`src/rtl/hostcmd_pkg.sv`:
```
package hostcmd_pkg;

    localparam logic [7:0] OP_RESET = 8'h00;
    localparam logic [7:0] OP_ARM   = 8'h01;
    localparam logic [7:0] OP_IDENT = 8'h02;
    localparam logic [7:0] OP_XON   = 8'h11;
    localparam logic [7:0] OP_XOFF  = 8'h13;
    localparam logic [7:0] OP_DIV   = 8'h80;
    localparam logic [7:0] OP_CNT   = 8'h81;
    localparam logic [7:0] OP_FLAGS = 8'h82;

    typedef enum logic [0:0] {
        ST_IDLE    = 1'b0,
        ST_PAYLOAD = 1'b1
    } state_e;

    typedef enum logic [2:0] {
        ACT_NONE  = 3'd0,
        ACT_RESET = 3'd1,
        ACT_ARM   = 3'd2,
        ACT_IDENT = 3'd3,
        ACT_XON   = 3'd4,
        ACT_XOFF  = 3'd5
    } short_act_e;

    typedef enum logic [2:0] {
        SEL_TRIG_MASK  = 3'd0,
        SEL_TRIG_VALUE = 3'd1,
        SEL_TRIG_CFG   = 3'd2,
        SEL_DIVIDER    = 3'd3,
        SEL_COUNTS     = 3'd4,
        SEL_FLAGS      = 3'd5,
        SEL_NONE       = 3'd7
    } sel_e;

    typedef struct packed {
        logic       is_long;
        short_act_e act;
        sel_e       sel;
        logic [1:0] stage;
    } byte_class_t;

endpackage

```
`src/rtl/hostcmd_classify.sv`:
```
module hostcmd_classify
    import hostcmd_pkg::*;
(
    input  logic [7:0]  byte_in,
    output byte_class_t cls
);
    always_comb begin
        cls.is_long = byte_in[7];
        cls.act     = ACT_NONE;
        cls.sel     = SEL_NONE;
        cls.stage   = 2'd0;
        if (!byte_in[7]) begin
            case (byte_in)
                OP_RESET: cls.act = ACT_RESET;
                OP_ARM:   cls.act = ACT_ARM;
                OP_IDENT: cls.act = ACT_IDENT;
                OP_XON:   cls.act = ACT_XON;
                OP_XOFF:  cls.act = ACT_XOFF;
                default:  cls.act = ACT_NONE;
            endcase
        end else if (byte_in[7:4] == 4'hC) begin
            if (byte_in[1:0] != 2'b11) begin
                cls.sel   = sel_e'({1'b0, byte_in[1:0]});
                cls.stage = byte_in[3:2];
            end
        end else begin
            case (byte_in)
                OP_DIV:   cls.sel = SEL_DIVIDER;
                OP_CNT:   cls.sel = SEL_COUNTS;
                OP_FLAGS: cls.sel = SEL_FLAGS;
                default:  cls.sel = SEL_NONE;
            endcase
        end
    end
endmodule

```
`src/rtl/hostcmd_payload.sv`:
```
module hostcmd_payload #(
    parameter int DATA_BYTES = 4,
    parameter int BYTE_W     = 8
) (
    input  logic                         clk,
    input  logic                         rst_n,
    input  logic                         start,
    input  logic                         shift,
    input  logic [BYTE_W-1:0]            byte_in,
    output logic [DATA_BYTES*BYTE_W-1:0] word,
    output logic                         last
);
    localparam int WORD_W = DATA_BYTES * BYTE_W;
    localparam int CNT_W  = (DATA_BYTES > 1) ? $clog2(DATA_BYTES) : 1;
    localparam logic [CNT_W-1:0] LAST_IDX = CNT_W'(DATA_BYTES - 1);

    logic [CNT_W-1:0] cnt_q;

    always_ff @(posedge clk or negedge rst_n) begin
        if (!rst_n) begin
            cnt_q <= '0;
        end else if (start) begin
            cnt_q <= '0;
        end else if (shift) begin
            cnt_q <= (cnt_q == LAST_IDX) ? '0 : cnt_q + 1'b1;
        end
    end

    generate
        if (DATA_BYTES > 1) begin : g_multi
            always_ff @(posedge clk or negedge rst_n) begin
                if (!rst_n) begin
                    word <= '0;
                end else if (shift) begin
                    word <= {byte_in, word[WORD_W-1:BYTE_W]};
                end
            end
        end else begin : g_single
            always_ff @(posedge clk or negedge rst_n) begin
                if (!rst_n) begin
                    word <= '0;
                end else if (shift) begin
                    word <= byte_in;
                end
            end
        end
    endgenerate

    assign last = (cnt_q == LAST_IDX);
endmodule

```
`src/rtl/hostcmd_gap_timer.sv`:
```
module hostcmd_gap_timer #(
    parameter int LIMIT = 4096
) (
    input  logic clk,
    input  logic rst_n,
    input  logic run,
    input  logic kick,
    output logic expire
);
    localparam int CNT_W = $clog2(LIMIT + 1);
    localparam logic [CNT_W-1:0] END_VAL = CNT_W'(LIMIT - 1);

    logic [CNT_W-1:0] cnt_q;

    always_ff @(posedge clk or negedge rst_n) begin
        if (!rst_n) begin
            cnt_q <= '0;
        end else if (!run || kick || expire) begin
            cnt_q <= '0;
        end else begin
            cnt_q <= cnt_q + 1'b1;
        end
    end

    assign expire = run && !kick && (cnt_q == END_VAL);
endmodule

```
`src/rtl/hostcmd_decoder.sv`:
```
module hostcmd_decoder
    import hostcmd_pkg::*;
#(
    parameter int         DATA_BYTES = 4,
    parameter int         GAP_CYCLES = 4096,
    parameter logic [7:0] PROTO_VER  = 8'h31
) (
    input  logic                    clk,
    input  logic                    rst_n,
    input  logic [7:0]              rx_byte,
    input  logic                    rx_valid,
    output logic                    cmd_reset,
    output logic                    cmd_arm,
    output logic                    cmd_ident,
    output logic                    cmd_xon,
    output logic                    cmd_xoff,
    output logic [31:0]             id_reply,
    output logic                    wr_en,
    output logic [7:0]              wr_opcode,
    output logic [2:0]              wr_sel,
    output logic [1:0]              wr_stage,
    output logic [DATA_BYTES*8-1:0] wr_data
);
    localparam logic [31:0] ID_WORD = {PROTO_VER, 8'h41, 8'h4C, 8'h53};

    state_e      state_q, state_d;
    byte_class_t cls;
    logic        pl_last;
    logic        gap_expire;
    logic        take_long;
    logic        take_payload;
    sel_e        sel_q;
    logic [1:0]  stage_q;
    logic [7:0]  op_q;

    hostcmd_classify u_classify (
        .byte_in (rx_byte),
        .cls     (cls)
    );

    assign take_long    = (state_q == ST_IDLE) && rx_valid && cls.is_long;
    assign take_payload = (state_q == ST_PAYLOAD) && rx_valid;

    hostcmd_payload #(
        .DATA_BYTES (DATA_BYTES),
        .BYTE_W     (8)
    ) u_payload (
        .clk     (clk),
        .rst_n   (rst_n),
        .start   (take_long),
        .shift   (take_payload),
        .byte_in (rx_byte),
        .word    (wr_data),
        .last    (pl_last)
    );

    hostcmd_gap_timer #(
        .LIMIT (GAP_CYCLES)
    ) u_gap (
        .clk    (clk),
        .rst_n  (rst_n),
        .run    (state_q == ST_PAYLOAD),
        .kick   (rx_valid),
        .expire (gap_expire)
    );

    // State register
    always_ff @(posedge clk or negedge rst_n) begin
        if (!rst_n) begin
            state_q <= ST_IDLE;
        end else begin
            state_q <= state_d;
        end
    end

    // Transitions: long opcode, fourth byte, stall timeout
    always_comb begin
        state_d = state_q;
        unique case (state_q)
            ST_IDLE: begin
                if (take_long) state_d = ST_PAYLOAD;
            end
            ST_PAYLOAD: begin
                if (take_payload && pl_last) state_d = ST_IDLE;
                else if (gap_expire)         state_d = ST_IDLE;
            end
        endcase
    end

    // Registered outputs
    always_ff @(posedge clk or negedge rst_n) begin
        if (!rst_n) begin
            cmd_reset <= 1'b0;
            cmd_arm   <= 1'b0;
            cmd_ident <= 1'b0;
            cmd_xon   <= 1'b0;
            cmd_xoff  <= 1'b0;
            wr_en     <= 1'b0;
            op_q      <= 8'h00;
            sel_q     <= SEL_NONE;
            stage_q   <= 2'd0;
        end else begin
            cmd_reset <= 1'b0;
            cmd_arm   <= 1'b0;
            cmd_ident <= 1'b0;
            cmd_xon   <= 1'b0;
            cmd_xoff  <= 1'b0;
            wr_en     <= 1'b0;
            unique case (state_q)
                ST_IDLE: begin
                    if (rx_valid) begin
                        if (cls.is_long) begin
                            op_q    <= rx_byte;
                            sel_q   <= cls.sel;
                            stage_q <= cls.stage;
                        end else begin
                            cmd_reset <= (cls.act == ACT_RESET);
                            cmd_arm   <= (cls.act == ACT_ARM);
                            cmd_ident <= (cls.act == ACT_IDENT);
                            cmd_xon   <= (cls.act == ACT_XON);
                            cmd_xoff  <= (cls.act == ACT_XOFF);
                        end
                    end
                end
                ST_PAYLOAD: begin
                    if (take_payload && pl_last && (sel_q != SEL_NONE)) begin
                        wr_en <= 1'b1;
                    end
                end
            endcase
        end
    end

    assign wr_opcode = op_q;
    assign wr_sel    = sel_q;
    assign wr_stage  = stage_q;
    assign id_reply  = ID_WORD;
endmodule

```
`config.mk`:
```
export PLATFORM = sky130hd
export DESIGN_NAME = hostcmd_decoder
export DESIGN_NICKNAME = d
export VERILOG_FILES = /design/src/rtl/hostcmd_pkg.sv /design/src/rtl/hostcmd_classify.sv /design/src/rtl/hostcmd_payload.sv /design/src/rtl/hostcmd_gap_timer.sv /design/src/rtl/hostcmd_decoder.sv
export SDC_FILE = /design/constraint.sdc
export NUM_CORES = 1
export LEC_CHECK = 0
export BUFFER_PORTS_ARGS = -buffer_cell sky130_fd_sc_hd__buf_2
export CAP_MARGIN = 20
export CORE_MARGIN = 2
export CORE_UTILIZATION = 55
export CTS_CLUSTER_DIAMETER = 50
export CTS_CLUSTER_SIZE = 14
export DETAILED_ROUTE_END_ITERATION = 16
export PLACE_DENSITY = 0.83
export SETUP_SLACK_MARGIN = 0.15
export SLEW_MARGIN = 20
export SYNTH_ARGS = -nofsm -noshare
export SYNTH_HDL_FRONTEND = slang
export SYNTH_HIERARCHICAL = 1
export SYNTH_SLANG_ARGS = --single-unit
```
`constraint.sdc`:
```
create_clock -name clk -period 4.45 [get_ports clk]
set_input_delay 0.2225 -clock clk [delete_from_list [all_inputs] [get_ports clk]]
set_output_delay 0.2225 -clock clk [all_outputs]
set_load 0.01 [all_outputs]
```
Word level (Yosys, flattened, before mapping)
Index checks and enable logic that the tools add are counted. W data, S select, Z words.

Flip-flop bits (word level): 67. Input bits: 11. Output and inout bits: 83.

Add/sub/neg operators: 2. Mux-type cells: 31. Bitwise operators: 1. Reduce and logical (&&, ||, !) cells: 14. Eq/ne operators: 17.

Operator list (number): $eq A8 B8 Y1 const B (3); $mux W1 (20); $eq A8 B5 Y1 const B (2); $pmux W3 S5 (1); $add A13 B1 Y13 const B (1); $eq A13 B12 Y1 const B (1); $mux W13 (1); $pmux W3 S3 (1); $eq A8 B1 Y1 const B (1); $eq A8 B2 Y1 const B (1); $logic_not A8 Y1 (1); $mux W2 (4); $logic_and A1 B1 Y1 (7); $eq A3 B2 Y1 const B (2); $eq A3 B3 Y1 const B (2); $mux W3 (2); $mux W5 (1); $eq A4 B4 Y1 const B (1); $eq A3 B1 Y1 const B (1); $ne A3 B3 Y1 const B (1); $reduce_and A3 Y1 (1); $add A2 B1 Y2 const B (1); $eq A2 B2 Y1 const B (1); $logic_not A1 Y1 (2); 5 further kinds (6).

Depth between registers and ports, before layout
Depth in word-level cells: 7. Gate-level depth with buffers: 6. Mapped depth without buffers: 6.

Hierarchy
The synthesis kept the hierarchy.

By module, submodules not included: hostcmd_payload (instances 1, cells each 76, area an instance 1298.7 um^2); hostcmd_decoder (instances 1, cells each 84, area an instance 1059.8 um^2); hostcmd_gap_timer (instances 1, cells each 64, area an instance 654.4 um^2); hostcmd_classify (instances 1, cells each 24, area an instance 170.2 um^2).

Worst setup path before layout
Ideal clock, no wire load.

Path type: reg2reg. Start point: reg u_gap.cnt_q[0]. End point: reg state_q. Setup slack: 2956 ps. Path buffers: 0. Period minus slack after synthesis: 1494 ps. Stages on the path, launching flop included: 7. Arrival time: 1375 ps. Cells stage by stage: dfrtp_1 ha_1 nand3_1 nor4_1 and2_1 a21oi_1 a21bo_2.

Word-level cells in the longest chain between the ends: 5.

RTL lines: start, declared (RTL line hostcmd_gap_timer.sv:13) `logic [CNT_W-1:0] cnt_q;`; start signal, assigned (RTL line hostcmd_gap_timer.sv:21) `cnt_q <= cnt_q + 1'b1;`; $eq A13 B12 Y1 (RTL line hostcmd_gap_timer.sv:25) `assign expire = run && !kick && (cnt_q == END_VAL);`; $logic_and A1 B1 Y1 (RTL line hostcmd_gap_timer.sv:25); net gap_expire (RTL line hostcmd_decoder.sv:29) `logic gap_expire;`; $mux W1 (RTL line hostcmd_decoder.sv:85) `else if (gap_expire) state_d = ST_IDLE;`; $mux W1 (RTL line hostcmd_decoder.sv:84) `if (take_payload && pl_last) state_d = ST_IDLE;`; $pmux W1 S2 (RTL line hostcmd_decoder.sv:79) `unique case (state_q)`; net state_d (RTL line hostcmd_decoder.sv:26) `state_e state_q, state_d;`; end signal, assigned (RTL line hostcmd_decoder.sv:72) `state_q <= state_d;`; end, declared (RTL line hostcmd_decoder.sv:26).

The timed path passes the listed nets, and every way through them passes these cells. A chain may end at the register's enable or synchronous reset.

Worst setup path after layout
Ends and elaborated chain as after synthesis.

==> run_results.csv <==
group,metric,value,unit
cells_and_area,diodes,0,
die,die_y,80.1,µm
logic_synthesis,ys_ff_latch,67,
worst_setup_path,end_kind,"flop",
global_routing,grt_pass1_vias,1895,
worst_setup_path,cp_data_required_time,4690,ps
clock_network,clockBufferDepth,2,
route,wl_per_cell,14.7,µm
logic_synthesis,synth_cells,248,
sta,rsz0062_at_grt,"no",
sta,period_minus_slack,1700,ps
die,initial_core_util,57.5,%
placed_design,portBuffers,61,
placed_design,dp_hpwl,3.95,mm
route,drcViolationCount,0,
sta,drv_slew,0,
placed_design,dp.cells,372,
global_routing,overflow,0,
clock_network,clockRootBuffer,"clkbuf_8",
logic_synthesis,netlist_area,3180,µm²
route,post_drt_via_cell_ratio,5.23,
logic_synthesis,synthDistinctLibCells,44,
clock_network,clock-sinks,67,
clock_network,cts.htree.levels,3,
worst_setup_path,worst-r2r-cell-count,6,
clock_network,path_clk_slew,80,ps
logic_synthesis,synthMuxAreaShare,17.5,%
route,vias,2033,
min_path,hold_path.startpoint,"rx_byte[3]",
clock_network,clock_latency,340,ps
cells_and_area,final_cells,389,
clock_network,cts_setup_buffers,0,
route,finalWirelength,5.70,mm
cells_and_area,final_cell_mix,"dfrtp_1 (64), buf_2 (61), mux2_2 (38)",
die,num_rows,27,
die,core_area,5540,µm²
global_routing,grt_max_degree,46,
logic_synthesis,synth_area_per_cell,12.8,µm²
sta,clock_skew,10.0,ps
worst_setup_path,r2r_end,"state_q",
logic_synthesis,synth-warning-count,6,
global_routing,grt_pass1_wl,9.27,mm
logic_synthesis,yosys.area_share.simple,12.9,%
min_path,hold_path.class,"in2reg",
sta,post-route-period-util,38.3,%
cells_and_area,mostFrequentLayoutCell,"dfrtp_1",
logic_synthesis,synth_xor_area_share,1.10,%
cells_and_area,final_layout_size_suffix_gt1_share,43.2,%
worst_setup_path,reg2reg_from,"u_gap/cnt_q[0]",
sta,max_freq,587,MHz
sta,setup_tns,0,ps
cells_and_area,fill_cells,438,
sta,worst_pin_slew,558,ps
min_path,min_to,"wr_opcode[3]",
logic_synthesis,yosysSeqAreaShare,52.8,%
logic_synthesis,synthAdderAreaFrac,0.786,%
status,outcome,"complete, no violations",
die,fp.dieArea,6410,µm²
worst_setup_path,rrSetupSlack,2750,ps
logic_synthesis,synth_compound_area_share,4.28,%
job,maxCapViolCount,0,
route,detail_route.first_pass.iterations,4,
sta,setup_viol,0,
route,initialDrtViolationCount,79,
pwr,p_leak,0.00172,µW
clock_network,tritoncts,"done",
worst_setup_path,worst_ep_arrival_time,1940,ps
cells_and_area,area_growth,13.9,%
logic_synthesis,synth_top_family_by_area,"multiplexers",
worst_setup_path,crit_path_max_fanout,6,
global_routing,antenna_found_initial,0,
worst_setup_path,critical_path_class,"reg2reg",
die,ios,94,
worst_setup_path,start_kind,"flop",
sta,hold_violations,0,
pwr,ir_drop,0.457,mV
pwr,p_per_area,619,nW/µm²
cells_and_area,finalNetCount,325,
sta,slew_headroom,62.8,%
route,ant_nets,0,
clock_network,cts_buffers,9,
die,die_w,80.1,µm
placed_design,routabilityCongestion,0.791,
min_path,hold_depth,2,
global_routing,gr-usage-all-layers,19.2,%
## worst max-delay path, cell delays in order (launching register included)
cell and delay (ps):
dfrtp_1 410, ha_1 230, nand3_1 180, nor4_1 340, and2_1 180, a21oi_1 40
a21bo_2 210
## metal layers
layer / share of wire (%) / global-route usage (%) / vias to the layer above
met4: 1.5 / 7.63 / 0
li1: - / - / 946
met1: 44 / 25.2 / 1006
met2: 47 / 29.9 / 71
met5: 0 / 0 / -
met3: 6.7 / 5.84 / 10
## worst max path at each step
stage / start / end / slack [ps]
after detailed placement: rx_byte[2] / cmd_reset / 2760
after global routing: u_gap/cnt_q[0] / state_q / 2540
after CTS: u_gap/cnt_q[0] / state_q / 2750
final: u_gap/cnt_q[0] / state_q / 2750
after floorplan: u_gap/cnt_q[0] / state_q / 2960
after global placement: rx_byte[2] / cmd_reset / 2820
## cell usage after synthesis, drive strengths merged
master / n / area (µm²)
dfrtp: 64 / 1600
mux2: 46 / 548
buf: 41 / 320
nor3: 7 / 40.0
a211oi: 6 / 45.0
nand2: 5 / 18.8
nand3: 5 / 25.0
nor2: 5 / 18.8
o21ai: 5 / 25.0
o31ai: 5 / 37.5
and2: 4 / 26.3
nand4: 4 / 31.3
nor3b: 4 / 30.0
or3: 4 / 25.0
or4: 4 / 33.8
a21oi: 3 / 18.8
and3: 3 / 18.8
dfstp: 3 / 78.8
nand2b: 3 / 18.8
nor2b: 3 / 18.8
nor4b: 3 / 26.3
conb: 2 / 7.51
ha: 2 / 25.0
inv: 2 / 7.51
nor4: 2 / 12.5
xnor2: 2 / 17.5
xor2: 2 / 17.5
a21bo: 1 / 10.0
and3b: 1 / 8.76
clkbuf: 1 / 3.75
mux2i: 1 / 10.0
nand3b: 1 / 20.0
nand4bb: 1 / 11.3
or2: 1 / 8.76
or2b: 1 / 7.51
or3b: 1 / 8.76
## sequential cells by signal, indices dropped and copies added, names as in the netlist
register         cells
wr_stage             2
u_payload/word      32
u_gap/cnt_q         13
cmd_ident            1
cmd_xon              1
wr_en                1
cmd_xoff             1
wr_opcode            8
cmd_reset            1
cmd_arm              1
u_payload/cnt_q      2
wr_sel               3
state_q              1
## cell families (layout without fill, tap and decap cells)
kind of cell / Yosys count / in the layout
AO/OA/AOI/OAI: 20 / 20
buffers and inverters: 44 / 83
other: 2 / 32
multiplexers: 47 / 47
XOR/XNOR: 4 / 4
adder cells (fa/ha/maj): 2 / 2
AND/OR/NAND/NOR: 62 / 62
flip-flops: 67 / 67
## power by group
group | switching (µW) | internal [µW]
logic | 327 | 379
registers | 144 | 827
clock network | 249 | 319
total | 719 | 1530
## per-stage QoR
step | cell area [µm²] | worst slack (ps) | hold slack (ps) | utilization (%) | total power, µW
detailed placement | 3390 | 2760 | 238 | 61.2 | 1690
global route | 3620 | 2540 | 155 | 65.4 | 2380
CTS | 3620 | 2750 | 147 | 65.4 | 2270
floorplan | 3300 | 2960 | -73.1 | - | 1440
finish | 3620 | 2750 | 161 | 65.4 | 2250
global placement | 3390 | 2820 | 228 | 61.2 | 1670
## final cells by class
| class | instances | area, µm² | share of cell area [%] |
|---|---|---|---|
| clock buffer | 9 | 124 | 3.42 |
| inverter | 2 | 7.51 | 0.207 |
| clock inverter | 7 | 101 | 2.80 |
| timing repair buffer | 65 | 338 | 9.32 |
| multi-input combinational | 167 | 1280 | 35.4 |
| sequential | 67 | 1680 | 46.4 |
| tap | 72 | 90.1 | 2.49 |
## what timing repair did
item	4_1_cts	5_1_grt
hold buffers	1	0
hold endpoints to repair	19	0
endpoints found under the setup margin	0	0
gates resized for setup	0	0
No activity file was read; power rests on OpenSTA's default activity.
